$ cat src/rtl/pkt_mm_pkg.sv
package pkt_mm_pkg;
  localparam logic [7:0] OP_WR     = 8'h00;
  localparam logic [7:0] OP_WR_INC = 8'h04;
  localparam logic [7:0] OP_RD     = 8'h10;
  localparam logic [7:0] OP_RD_INC = 8'h14;
  localparam logic [7:0] RESP_FLIP = 8'h80;
  localparam int unsigned HDR_BYTES = 8;

  typedef struct packed {
    logic [7:0]  op;
    logic [15:0] cnt;
    logic [31:0] addr;
    logic        err;
  } req_t;

  function automatic logic op_known(input logic [7:0] op);
    return (op == OP_WR) || (op == OP_WR_INC) || (op == OP_RD) || (op == OP_RD_INC);
  endfunction

  function automatic logic op_is_read(input logic [7:0] op);
    return op[4];
  endfunction

  function automatic logic op_is_inc(input logic [7:0] op);
    return op[2];
  endfunction
endpackage

$ cat src/rtl/pkt_rx_parser.sv
module pkt_rx_parser
  import pkt_mm_pkg::*;
#(
  parameter int unsigned MAX_WORDS = 8,
  localparam int unsigned WIDX = $clog2(MAX_WORDS)
) (
  input  logic            clk_i,
  input  logic            rst_ni,
  input  logic            in_valid_i,
  input  logic [7:0]      in_data_i,
  input  logic            in_sop_i,
  input  logic            in_eop_i,
  output logic            in_ready_o,
  output logic            req_valid_o,
  output req_t            req_o,
  input  logic            req_done_i,
  input  logic [WIDX-1:0] rd_idx_i,
  output logic [31:0]     rd_word_o
);
  localparam logic [16:0] MAX_BYTES = 17'(MAX_WORDS * 4);
  localparam logic [16:0] HDR_LEN   = 17'(HDR_BYTES);

  typedef enum logic [1:0] {P_IDLE, P_BODY, P_HOLD} pstate_e;

  pstate_e     state_q;
  logic [16:0] idx_q;
  logic [7:0]  op_q;
  logic [15:0] cnt_q;
  logic [31:0] addr_q;
  logic        err_q;

  logic        accept;
  logic        body_byte;
  logic [16:0] len_c, exp_len_c, doff_c;
  logic        bad_c, data_we;
  logic [WIDX-1:0] word_sel;
  logic [1:0]  lane;
  logic [31:0] words [MAX_WORDS];

  assign in_ready_o = (state_q != P_HOLD);
  assign accept     = in_valid_i && in_ready_o;
  assign body_byte  = accept && !in_sop_i && (state_q == P_BODY);

  assign len_c     = idx_q + 17'd1;
  assign exp_len_c = op_is_read(op_q) ? HDR_LEN : ({1'b0, cnt_q} + HDR_LEN);
  // cnt_q is complete whenever the length can match; short packets fail on length
  assign bad_c = !op_known(op_q) || (cnt_q == 16'd0) || (cnt_q[1:0] != 2'd0) ||
                 ({1'b0, cnt_q} > MAX_BYTES) || (len_c != exp_len_c);

  assign doff_c   = idx_q - HDR_LEN;
  assign data_we  = body_byte && (idx_q >= HDR_LEN) && (doff_c < MAX_BYTES);
  assign word_sel = doff_c[WIDX+1:2];
  assign lane     = doff_c[1:0];

  for (genvar g = 0; g < MAX_WORDS; g++) begin : g_word
    logic [31:0] word_q;
    always_ff @(posedge clk_i) begin
      if (data_we && (word_sel == WIDX'(g))) word_q[8*lane +: 8] <= in_data_i;
    end
    assign words[g] = word_q;
  end

  assign rd_word_o = words[rd_idx_i];

  always_ff @(posedge clk_i or negedge rst_ni) begin
    if (!rst_ni) begin
      state_q <= P_IDLE;
      idx_q   <= '0;
      op_q    <= '0;
      cnt_q   <= '0;
      addr_q  <= '0;
      err_q   <= 1'b0;
    end else begin
      if (accept && in_sop_i) begin
        op_q  <= in_data_i;
        idx_q <= 17'd1;
        if (in_eop_i) begin
          state_q <= P_HOLD;
          err_q   <= 1'b1;
        end else begin
          state_q <= P_BODY;
        end
      end else if (body_byte) begin
        if (idx_q != '1) idx_q <= idx_q + 17'd1;
        case (idx_q)
          17'd2:   cnt_q[15:8]   <= in_data_i;
          17'd3:   cnt_q[7:0]    <= in_data_i;
          17'd4:   addr_q[31:24] <= in_data_i;
          17'd5:   addr_q[23:16] <= in_data_i;
          17'd6:   addr_q[15:8]  <= in_data_i;
          17'd7:   addr_q[7:0]   <= in_data_i;
          default: ;
        endcase
        if (in_eop_i) begin
          state_q <= P_HOLD;
          err_q   <= bad_c;
        end
      end else if (state_q == P_HOLD && req_done_i) begin
        state_q <= P_IDLE;
      end
    end
  end

  assign req_valid_o = (state_q == P_HOLD);
  assign req_o = '{op: op_q, cnt: cnt_q, addr: addr_q, err: err_q};


  restart_chk: assert property (@(posedge clk_i) disable iff (!rst_ni)
    (accept && in_sop_i && !in_eop_i) |=> (state_q == P_BODY && idx_q == 17'd1));
endmodule

$ cat src/rtl/pkt_txn_exec.sv
module pkt_txn_exec
  import pkt_mm_pkg::*;
#(
  parameter int unsigned MAX_WORDS = 8,
  localparam int unsigned WIDX = $clog2(MAX_WORDS),
  localparam int unsigned KW = WIDX + 1
) (
  input  logic            clk_i,
  input  logic            rst_ni,
  input  logic            req_valid_i,
  input  req_t            req_i,
  output logic            req_done_o,
  output logic [WIDX-1:0] rd_idx_o,
  input  logic [31:0]     rd_word_i,
  output logic [31:0]     mm_address_o,
  output logic            mm_read_o,
  output logic            mm_write_o,
  output logic [31:0]     mm_writedata_o,
  input  logic [31:0]     mm_readdata_i,
  input  logic            mm_waitrequest_i,
  output logic            word_valid_o,
  output logic [31:0]     word_data_o,
  output logic            word_first_o,
  output logic            word_last_o,
  input  logic            word_ready_i
);
  typedef enum logic [1:0] {X_IDLE, X_BUS, X_SEND} xstate_e;

  xstate_e     state_q;
  logic [31:0] addr_q;
  logic [KW-1:0] k_q;
  logic [31:0] tx_word_q;
  logic        tx_first_q, tx_last_q, final_q;

  logic [KW-1:0] nwords_c;
  logic        last_c, is_rd, bus_go;
  logic [31:0] next_addr_c;

  assign nwords_c    = req_i.cnt[WIDX+2:2];
  assign last_c      = (k_q == nwords_c - KW'(1));
  assign is_rd       = op_is_read(req_i.op);
  assign bus_go      = (state_q == X_BUS) && !mm_waitrequest_i;
  assign next_addr_c = addr_q + (op_is_inc(req_i.op) ? 32'd4 : 32'd0);

  function automatic logic [31:0] ack_word(input logic [7:0] op, input logic [15:0] cnt);
    return {cnt[7:0], cnt[15:8], 8'h00, op ^ RESP_FLIP};
  endfunction

  always_ff @(posedge clk_i or negedge rst_ni) begin
    if (!rst_ni) begin
      state_q    <= X_IDLE;
      addr_q     <= '0;
      k_q        <= '0;
      tx_word_q  <= '0;
      tx_first_q <= 1'b0;
      tx_last_q  <= 1'b0;
      final_q    <= 1'b0;
    end else begin
      unique case (state_q)
        X_IDLE: if (req_valid_i) begin
          if (req_i.err) begin
            tx_word_q  <= ack_word(req_i.op, 16'd0);
            tx_first_q <= 1'b1;
            tx_last_q  <= 1'b1;
            final_q    <= 1'b1;
            state_q    <= X_SEND;
          end else begin
            addr_q  <= req_i.addr;
            k_q     <= '0;
            state_q <= X_BUS;
          end
        end
        X_BUS: if (bus_go) begin
          if (is_rd) begin
            tx_word_q  <= mm_readdata_i;
            tx_first_q <= (k_q == '0);
            tx_last_q  <= last_c;
            final_q    <= last_c;
            state_q    <= X_SEND;
          end else if (last_c) begin
            tx_word_q  <= ack_word(req_i.op, req_i.cnt);
            tx_first_q <= 1'b1;
            tx_last_q  <= 1'b1;
            final_q    <= 1'b1;
            state_q    <= X_SEND;
          end else begin
            k_q    <= k_q + KW'(1);
            addr_q <= next_addr_c;
          end
        end
        X_SEND: if (word_ready_i) begin
          if (final_q) begin
            state_q <= X_IDLE;
          end else begin
            k_q     <= k_q + KW'(1);
            addr_q  <= next_addr_c;
            state_q <= X_BUS;
          end
        end
        default: state_q <= X_IDLE;
      endcase
    end
  end

  assign mm_read_o      = (state_q == X_BUS) && is_rd;
  assign mm_write_o     = (state_q == X_BUS) && !is_rd;
  assign mm_address_o   = addr_q;
  assign rd_idx_o       = k_q[WIDX-1:0];
  assign mm_writedata_o = rd_word_i;
  assign word_valid_o   = (state_q == X_SEND);
  assign word_data_o    = tx_word_q;
  assign word_first_o   = tx_first_q;
  assign word_last_o    = tx_last_q;
  assign req_done_o     = (state_q == X_SEND) && word_ready_i && final_q;


  bus_hold_chk: assert property (@(posedge clk_i) disable iff (!rst_ni)
    ((mm_read_o || mm_write_o) && mm_waitrequest_i) |=>
      ($stable(mm_address_o) && $stable(mm_read_o) && $stable(mm_write_o) && $stable(mm_writedata_o)));

  bus_excl_chk: assert property (@(posedge clk_i) disable iff (!rst_ni)
    !(mm_read_o && mm_write_o));

  addr_inc_chk: assert property (@(posedge clk_i) disable iff (!rst_ni)
    (mm_write_o && !mm_waitrequest_i && req_i.op == OP_WR_INC) |=>
      (!mm_write_o || mm_address_o == $past(mm_address_o) + 32'd4));

  addr_fix_chk: assert property (@(posedge clk_i) disable iff (!rst_ni)
    (mm_write_o && !mm_waitrequest_i && req_i.op == OP_WR) |=>
      (!mm_write_o || mm_address_o == $past(mm_address_o)));
endmodule

$ cat src/rtl/pkt_resp_tx.sv
module pkt_resp_tx (
  input  logic        clk_i,
  input  logic        rst_ni,
  input  logic        word_valid_i,
  input  logic [31:0] word_data_i,
  input  logic        word_first_i,
  input  logic        word_last_i,
  output logic        word_ready_o,
  output logic        out_valid_o,
  output logic [7:0]  out_data_o,
  output logic        out_sop_o,
  output logic        out_eop_o,
  input  logic        out_ready_i
);
  logic [31:0] shreg_q;
  logic [1:0]  lane_q;
  logic        busy_q, first_q, last_q;

  assign word_ready_o = !busy_q;

  always_ff @(posedge clk_i or negedge rst_ni) begin
    if (!rst_ni) begin
      shreg_q <= '0;
      lane_q  <= '0;
      busy_q  <= 1'b0;
      first_q <= 1'b0;
      last_q  <= 1'b0;
    end else if (!busy_q) begin
      if (word_valid_i) begin
        shreg_q <= word_data_i;
        lane_q  <= '0;
        busy_q  <= 1'b1;
        first_q <= word_first_i;
        last_q  <= word_last_i;
      end
    end else if (out_ready_i) begin
      shreg_q <= {8'h00, shreg_q[31:8]};
      lane_q  <= lane_q + 2'd1;
      if (lane_q == 2'd3) busy_q <= 1'b0;
    end
  end

  assign out_valid_o = busy_q;
  assign out_data_o  = shreg_q[7:0];
  assign out_sop_o   = busy_q && first_q && (lane_q == 2'd0);
  assign out_eop_o   = busy_q && last_q && (lane_q == 2'd3);


  out_hold_chk: assert property (@(posedge clk_i) disable iff (!rst_ni)
    (out_valid_o && !out_ready_i) |=>
      (out_valid_o && $stable(out_data_o) && $stable(out_sop_o) && $stable(out_eop_o)));
endmodule

$ cat src/rtl/pkt_mm_engine.sv
module pkt_mm_engine
  import pkt_mm_pkg::*;
#(
  parameter int unsigned MAX_WORDS = 8,
  localparam int unsigned WIDX = $clog2(MAX_WORDS)
) (
  input  logic        clk_i,
  input  logic        rst_ni,
  input  logic        in_valid_i,
  input  logic [7:0]  in_data_i,
  input  logic        in_sop_i,
  input  logic        in_eop_i,
  output logic        in_ready_o,
  output logic        out_valid_o,
  output logic [7:0]  out_data_o,
  output logic        out_sop_o,
  output logic        out_eop_o,
  input  logic        out_ready_i,
  output logic [31:0] mm_address_o,
  output logic        mm_read_o,
  output logic        mm_write_o,
  output logic [31:0] mm_writedata_o,
  input  logic [31:0] mm_readdata_i,
  input  logic        mm_waitrequest_i
);
  req_t            req;
  logic            req_valid, req_done;
  logic [WIDX-1:0] rd_idx;
  logic [31:0]     rd_word;
  logic            word_valid, word_first, word_last, word_ready;
  logic [31:0]     word_data;

  pkt_rx_parser #(.MAX_WORDS(MAX_WORDS)) u_parser (
    .clk_i       (clk_i),
    .rst_ni      (rst_ni),
    .in_valid_i  (in_valid_i),
    .in_data_i   (in_data_i),
    .in_sop_i    (in_sop_i),
    .in_eop_i    (in_eop_i),
    .in_ready_o  (in_ready_o),
    .req_valid_o (req_valid),
    .req_o       (req),
    .req_done_i  (req_done),
    .rd_idx_i    (rd_idx),
    .rd_word_o   (rd_word)
  );

  pkt_txn_exec #(.MAX_WORDS(MAX_WORDS)) u_exec (
    .clk_i            (clk_i),
    .rst_ni           (rst_ni),
    .req_valid_i      (req_valid),
    .req_i            (req),
    .req_done_o       (req_done),
    .rd_idx_o         (rd_idx),
    .rd_word_i        (rd_word),
    .mm_address_o     (mm_address_o),
    .mm_read_o        (mm_read_o),
    .mm_write_o       (mm_write_o),
    .mm_writedata_o   (mm_writedata_o),
    .mm_readdata_i    (mm_readdata_i),
    .mm_waitrequest_i (mm_waitrequest_i),
    .word_valid_o     (word_valid),
    .word_data_o      (word_data),
    .word_first_o     (word_first),
    .word_last_o      (word_last),
    .word_ready_i     (word_ready)
  );

  pkt_resp_tx u_tx (
    .clk_i        (clk_i),
    .rst_ni       (rst_ni),
    .word_valid_i (word_valid),
    .word_data_i  (word_data),
    .word_first_i (word_first),
    .word_last_i  (word_last),
    .word_ready_o (word_ready),
    .out_valid_o  (out_valid_o),
    .out_data_o   (out_data_o),
    .out_sop_o    (out_sop_o),
    .out_eop_o    (out_eop_o),
    .out_ready_i  (out_ready_i)
  );


  busy_blocks_in_chk: assert property (@(posedge clk_i) disable iff (!rst_ni)
    (mm_read_o || mm_write_o) |-> !in_ready_o);

  err_no_bus_chk: assert property (@(posedge clk_i) disable iff (!rst_ni)
    (req_valid && req.err) |-> !(mm_read_o || mm_write_o));

  err_ack_chk: assert property (@(posedge clk_i) disable iff (!rst_ni)
    (word_valid && req_valid && req.err) |-> (word_data[31:8] == 24'h0));
endmodule

$ cat config.mk
export PLATFORM = sky130hd
export DESIGN_NAME = pkt_mm_engine
export DESIGN_NICKNAME = d
export VERILOG_FILES = /design/src/rtl/pkt_mm_pkg.sv /design/src/rtl/pkt_rx_parser.sv /design/src/rtl/pkt_txn_exec.sv /design/src/rtl/pkt_resp_tx.sv /design/src/rtl/pkt_mm_engine.sv
export SDC_FILE = /design/constraint.sdc
export NUM_CORES = 1
export LEC_CHECK = 0
export CORE_ASPECT_RATIO = 2
export CORE_MARGIN = 5
export CORE_UTILIZATION = 30
export CTS_CLUSTER_SIZE = 24
export DETAILED_ROUTE_END_ITERATION = 7
export GPL_ROUTABILITY_DRIVEN = 1
export GPL_TIMING_DRIVEN = 0
export PLACE_DENSITY = 0.47
export RECOVER_POWER = 100
export REMOVE_ABC_BUFFERS = 1
export SYNTH_ARGS = -nofsm -noshare
export SYNTH_HDL_FRONTEND = slang
export SYNTH_SLANG_ARGS = --single-unit
$ cat constraint.sdc
create_clock -name clk_i -period 2.6 [get_ports clk_i]
set_input_delay 0.78 -clock clk_i [delete_from_list [all_inputs] [get_ports clk_i]]
set_output_delay 0.78 -clock clk_i [all_outputs]
set_load 0.01 [all_outputs]
==> run metrics <==
post-synthesis simple-gate area fraction 11.71%; Place WS -1640 ps; drt total wl 56.51 mm; Worst Slack Setup Final -428.8 ps; fillers 6343; CTS buffer count 43; Crit path required time 1820 ps; Post-Syn Instances 1510; clk_lat worst skew 570 ps; Post-DP Area 0.02196 mm^2; initial drt markers 648; DRC violations left 0; Top FF cell, synth edfxtp_1; layout cells sized above 1 23.97%; worst slew pin tran 2008 ps; # nets final 1740; Synth Area in Compound Gates 7.119%; number of setup violations in the final report 443; multiplexer share of the synthesized area 12.70%; post-route ant nets 0; worst stage delay on the critical path 520 ps; worst min-delay path class flop to flop; starting density of the core 30.16%; worst path arrival time 2250 ps; Fin Setup TNS -68030 ps; Critical Path, Cell by Cell buf_16, buf_16, buf_12, mux4_2, nand2_2, nand2_2, buf_2; routed len/inst 21.90 um; Post-synth EDFFs 256; Final period util 116.5%; Max Clock Freq 330.2 MHz; max-slew violation count 75; largest net degree at the start of global routing 112; RSZ-0062 raised after global routing yes; clock root buffer clkbuf_16; status finished, violations left; Tot GR Track Use 15.67%; IO buf count 124; Final Critical Period 3029 ps; WHS Path Cells 2; FF-to-FF End u_parser.g_word[3].word_q[14]$_DFFE_PP_; Clock Sinks 441; Pre-antenna DRT Iters 5; total leakage power 9.556 nW; Reg clk slew, reported paths 60 ps; PwrDens 964.3 mW/mm^2; Avg Vias per Cell 4.937; Synth Register Bits 441; HPWL Detailed 35.46 mm; synthesized area per cell 13.13 um^2; I/O Pins 125; Worst Setup Start Kind flop; num rows 133; CTS tree done; register area share after synthesis 62.13%; Rel. slew slack -33.84%; WS Path Type flop to primary output; Clock Path Buffers 3; yosys warns 0; Die H 373.5 um; Post-Syn Area 0.01982 mm^2; Die Area 0.07163 mm^2; cell area after layout 0.02456 mm^2; die width 191.8 um; maxcap violations 1; core area 0.06573 mm^2; first-pass GRT wire length 84.73 mm; CP endpoint kind primary output; worst reg-to-reg path cell count 9; GRT overflow 0; Final Skew 20.79 ps; hold wc startpoint u_tx.shreg_q[5]$_DFFE_PN0P_; main combinational cell family by area after synthesis multiplexers; hold buffers post-CTS 0; Vias 12737; number of global-route vias before repair 13217; setup slack, reg-to-reg -220 ps; initial antenna violation count 0; routability cong. 0.8181; Post-Synth Adder-Cell Area 1.691%; Async SR Flop Fraction 41.95%; H-tree depth 2; origin of the critical flop-to-flop path u_parser.idx_q[1]$_DFFE_PN0P_; Max rail drop VDD 616.1 uV; slowest CP cell dfrtp_4; Layout area overhead 23.90%; Synth Area in XOR/XNOR 1.767%; failing checks max-capacitance violations, max-slew violations, negative setup slack; Hold Fails Final Rpt 0; Worst Hold Path EP u_tx.shreg_q[5]$_DFFE_PN0P_; Crit Path Max Fanout 7; synth unique cells 62
==> worst max-delay path, delay by kind of cell (launching register included) <==
kind / cells / cell delay [ps]
multiplexers: 1 / 430
flip-flops: 1 / 520
buffers and inverters: 4 / 590
AND/OR/NAND/NOR: 2 / 130
==> per-layer routing <==
| metal | GRT usage [%] | wire length (um) | vias up | part of all wire [%] |
|---|---|---|---|---|
| met5 | 0 | 0 | - | 0 |
| met4 | 5.819 | 2040 | 0 | 3.6 |
| met3 | 2.197 | 2163 | 87 | 3.8 |
| met2 | 29.22 | 30950 | 243 | 55 |
| met1 | 17.87 | 21350 | 6516 | 38 |
| li1 | - | - | 5891 | - |
==> flip-flops by register name (all words and copies together), names as in the netlist <==
signal / flops
u_exec.state_q: 2
u_parser.cnt_q: 16
u_parser.op_q: 8
u_exec.mm_address_o: 32
u_tx.shreg_q: 32
u_parser.state_q: 2
u_exec.word_data_o: 32
u_parser.idx_q: 17
u_exec.word_first_o: 1
u_tx.last_q: 1
u_tx.first_q: 1
u_tx.lane_q: 2
u_parser.err_q: 1
u_exec.k_q: 4
u_parser.g_word.word_q: 256
u_parser.addr_q: 32
u_tx.out_valid_o: 1
u_exec.word_last_o: 1
==> what timing repair did <==
action                                  CTS  global route
endpoints found under the setup margin  693           354
hold endpoints to repair                  0             0
cloned                                    7             1
buffers inserted                         49            21
pin swaps                                43            21
gates resized for setup                 313            51
==> area by class of cell <==
class	count	area (um^2)	share of cell area [%]
sequential	441	12350	50.28
multi-input combinational	939	7323	29.82
timing repair buffer	207	2218	9.032
clock buffer	58	1184	4.819
tap	877	1097	4.468
clock inverter	22	225.2	0.9170
inverter	35	161.4	0.6572
antenna	1	2.502	0.01019
==> cells in the final DEF (no fill, tap or decap), drive strengths merged, types with 32 or more instances in the layout <==
cell and count:
edfxtp 256, dfrtp 185, nand2 175, buf 110, o21ai 84, and2 78, a21oi 69, nor2 66
mux4 64, clkbuf 64, mux2 60, nand3 49, clkdlybuf4s50 47, mux2i 40, dlygate4sd3 37, inv 36
o22ai 32
==> synthesized netlist by cell type, drive strengths merged (3+ instances only) <==
library cell	n	area (um^2)
buf	46	244.0
nand4	17	106.4
nor4	9	77.57
edfxtp	256	7687
and2	77	481.7
ha	26	325.3
a31oi	7	43.79
o21ai	84	420.4
and3	23	143.9
dfrtp	185	4629
nor3	13	80.08
a22o	8	70.07
a21o	5	37.54
mux2i	40	400.4
nand2b	5	33.78
a22oi	17	127.6
inv	34	127.6
clkbuf	52	195.2
o31ai	5	37.54
nand3	49	245.2
nor3b	5	37.54
and4	10	87.58
nor2	66	247.7
a21oi	69	349.1
or3	8	55.05
o22ai	32	200.2
xor2	9	78.83
nor2b	3	18.77
mux2	60	675.7
xnor2	31	271.5
nand2	175	659.4
mux4	64	1441
==> worst max path at each step <==
stage | startpoint | to | cells past startpoint
after detailed placement | in_sop_i | u_parser.g_word[4].word_q[4]$_DFFE_PP_ | 8
after floorplan | u_exec.k_q[0]$_DFFE_PN0P_ | u_exec.mm_address_o[0]$_DFFE_PN0P_ | 6
after global placement | rst_ni | u_parser.state_q[0]$_DFFE_PN0P_ | 1
after global routing | u_exec.k_q[0]$_DFFE_PN0P_ | mm_writedata_o[31] | 7
final | u_exec.k_q[0]$_DFFE_PN0P_ | mm_writedata_o[18] | 7
after CTS | u_exec.k_q[0]$_DFFE_PN0P_ | mm_writedata_o[18] | 7
==> through the flow <==
stage	utilization, %	std cells	power (mW)	hold slack, ps
floorplan	-	1412	13.41	449.6
global placement	33.05	2413	16.08	462.3
detailed placement	33.41	2422	16.46	477.2
CTS	37.02	2558	24.02	190.5
global route	37.36	2579	25.03	506.7
finish	37.37	2580	23.68	486.2
==> report_power, final <==
part	switching, mW	internal [mW]	leakage, nW	total [mW]
Sequential	0.884	8.50	4.85	9.38
Clock	2.73	3.62	0.694	6.34
Combinational	4.23	3.72	4.01	7.96
==> kinds of logic after synthesis <==
logic type / after synthesis
adder cells (fa/ha/maj): 27
buffers and inverters: 133
multiplexers: 164
AO/OA/AOI/OAI: 239
flip-flops: 441
AND/OR/NAND/NOR: 466
XOR/XNOR: 40
(Power assumes the default switching activity.)
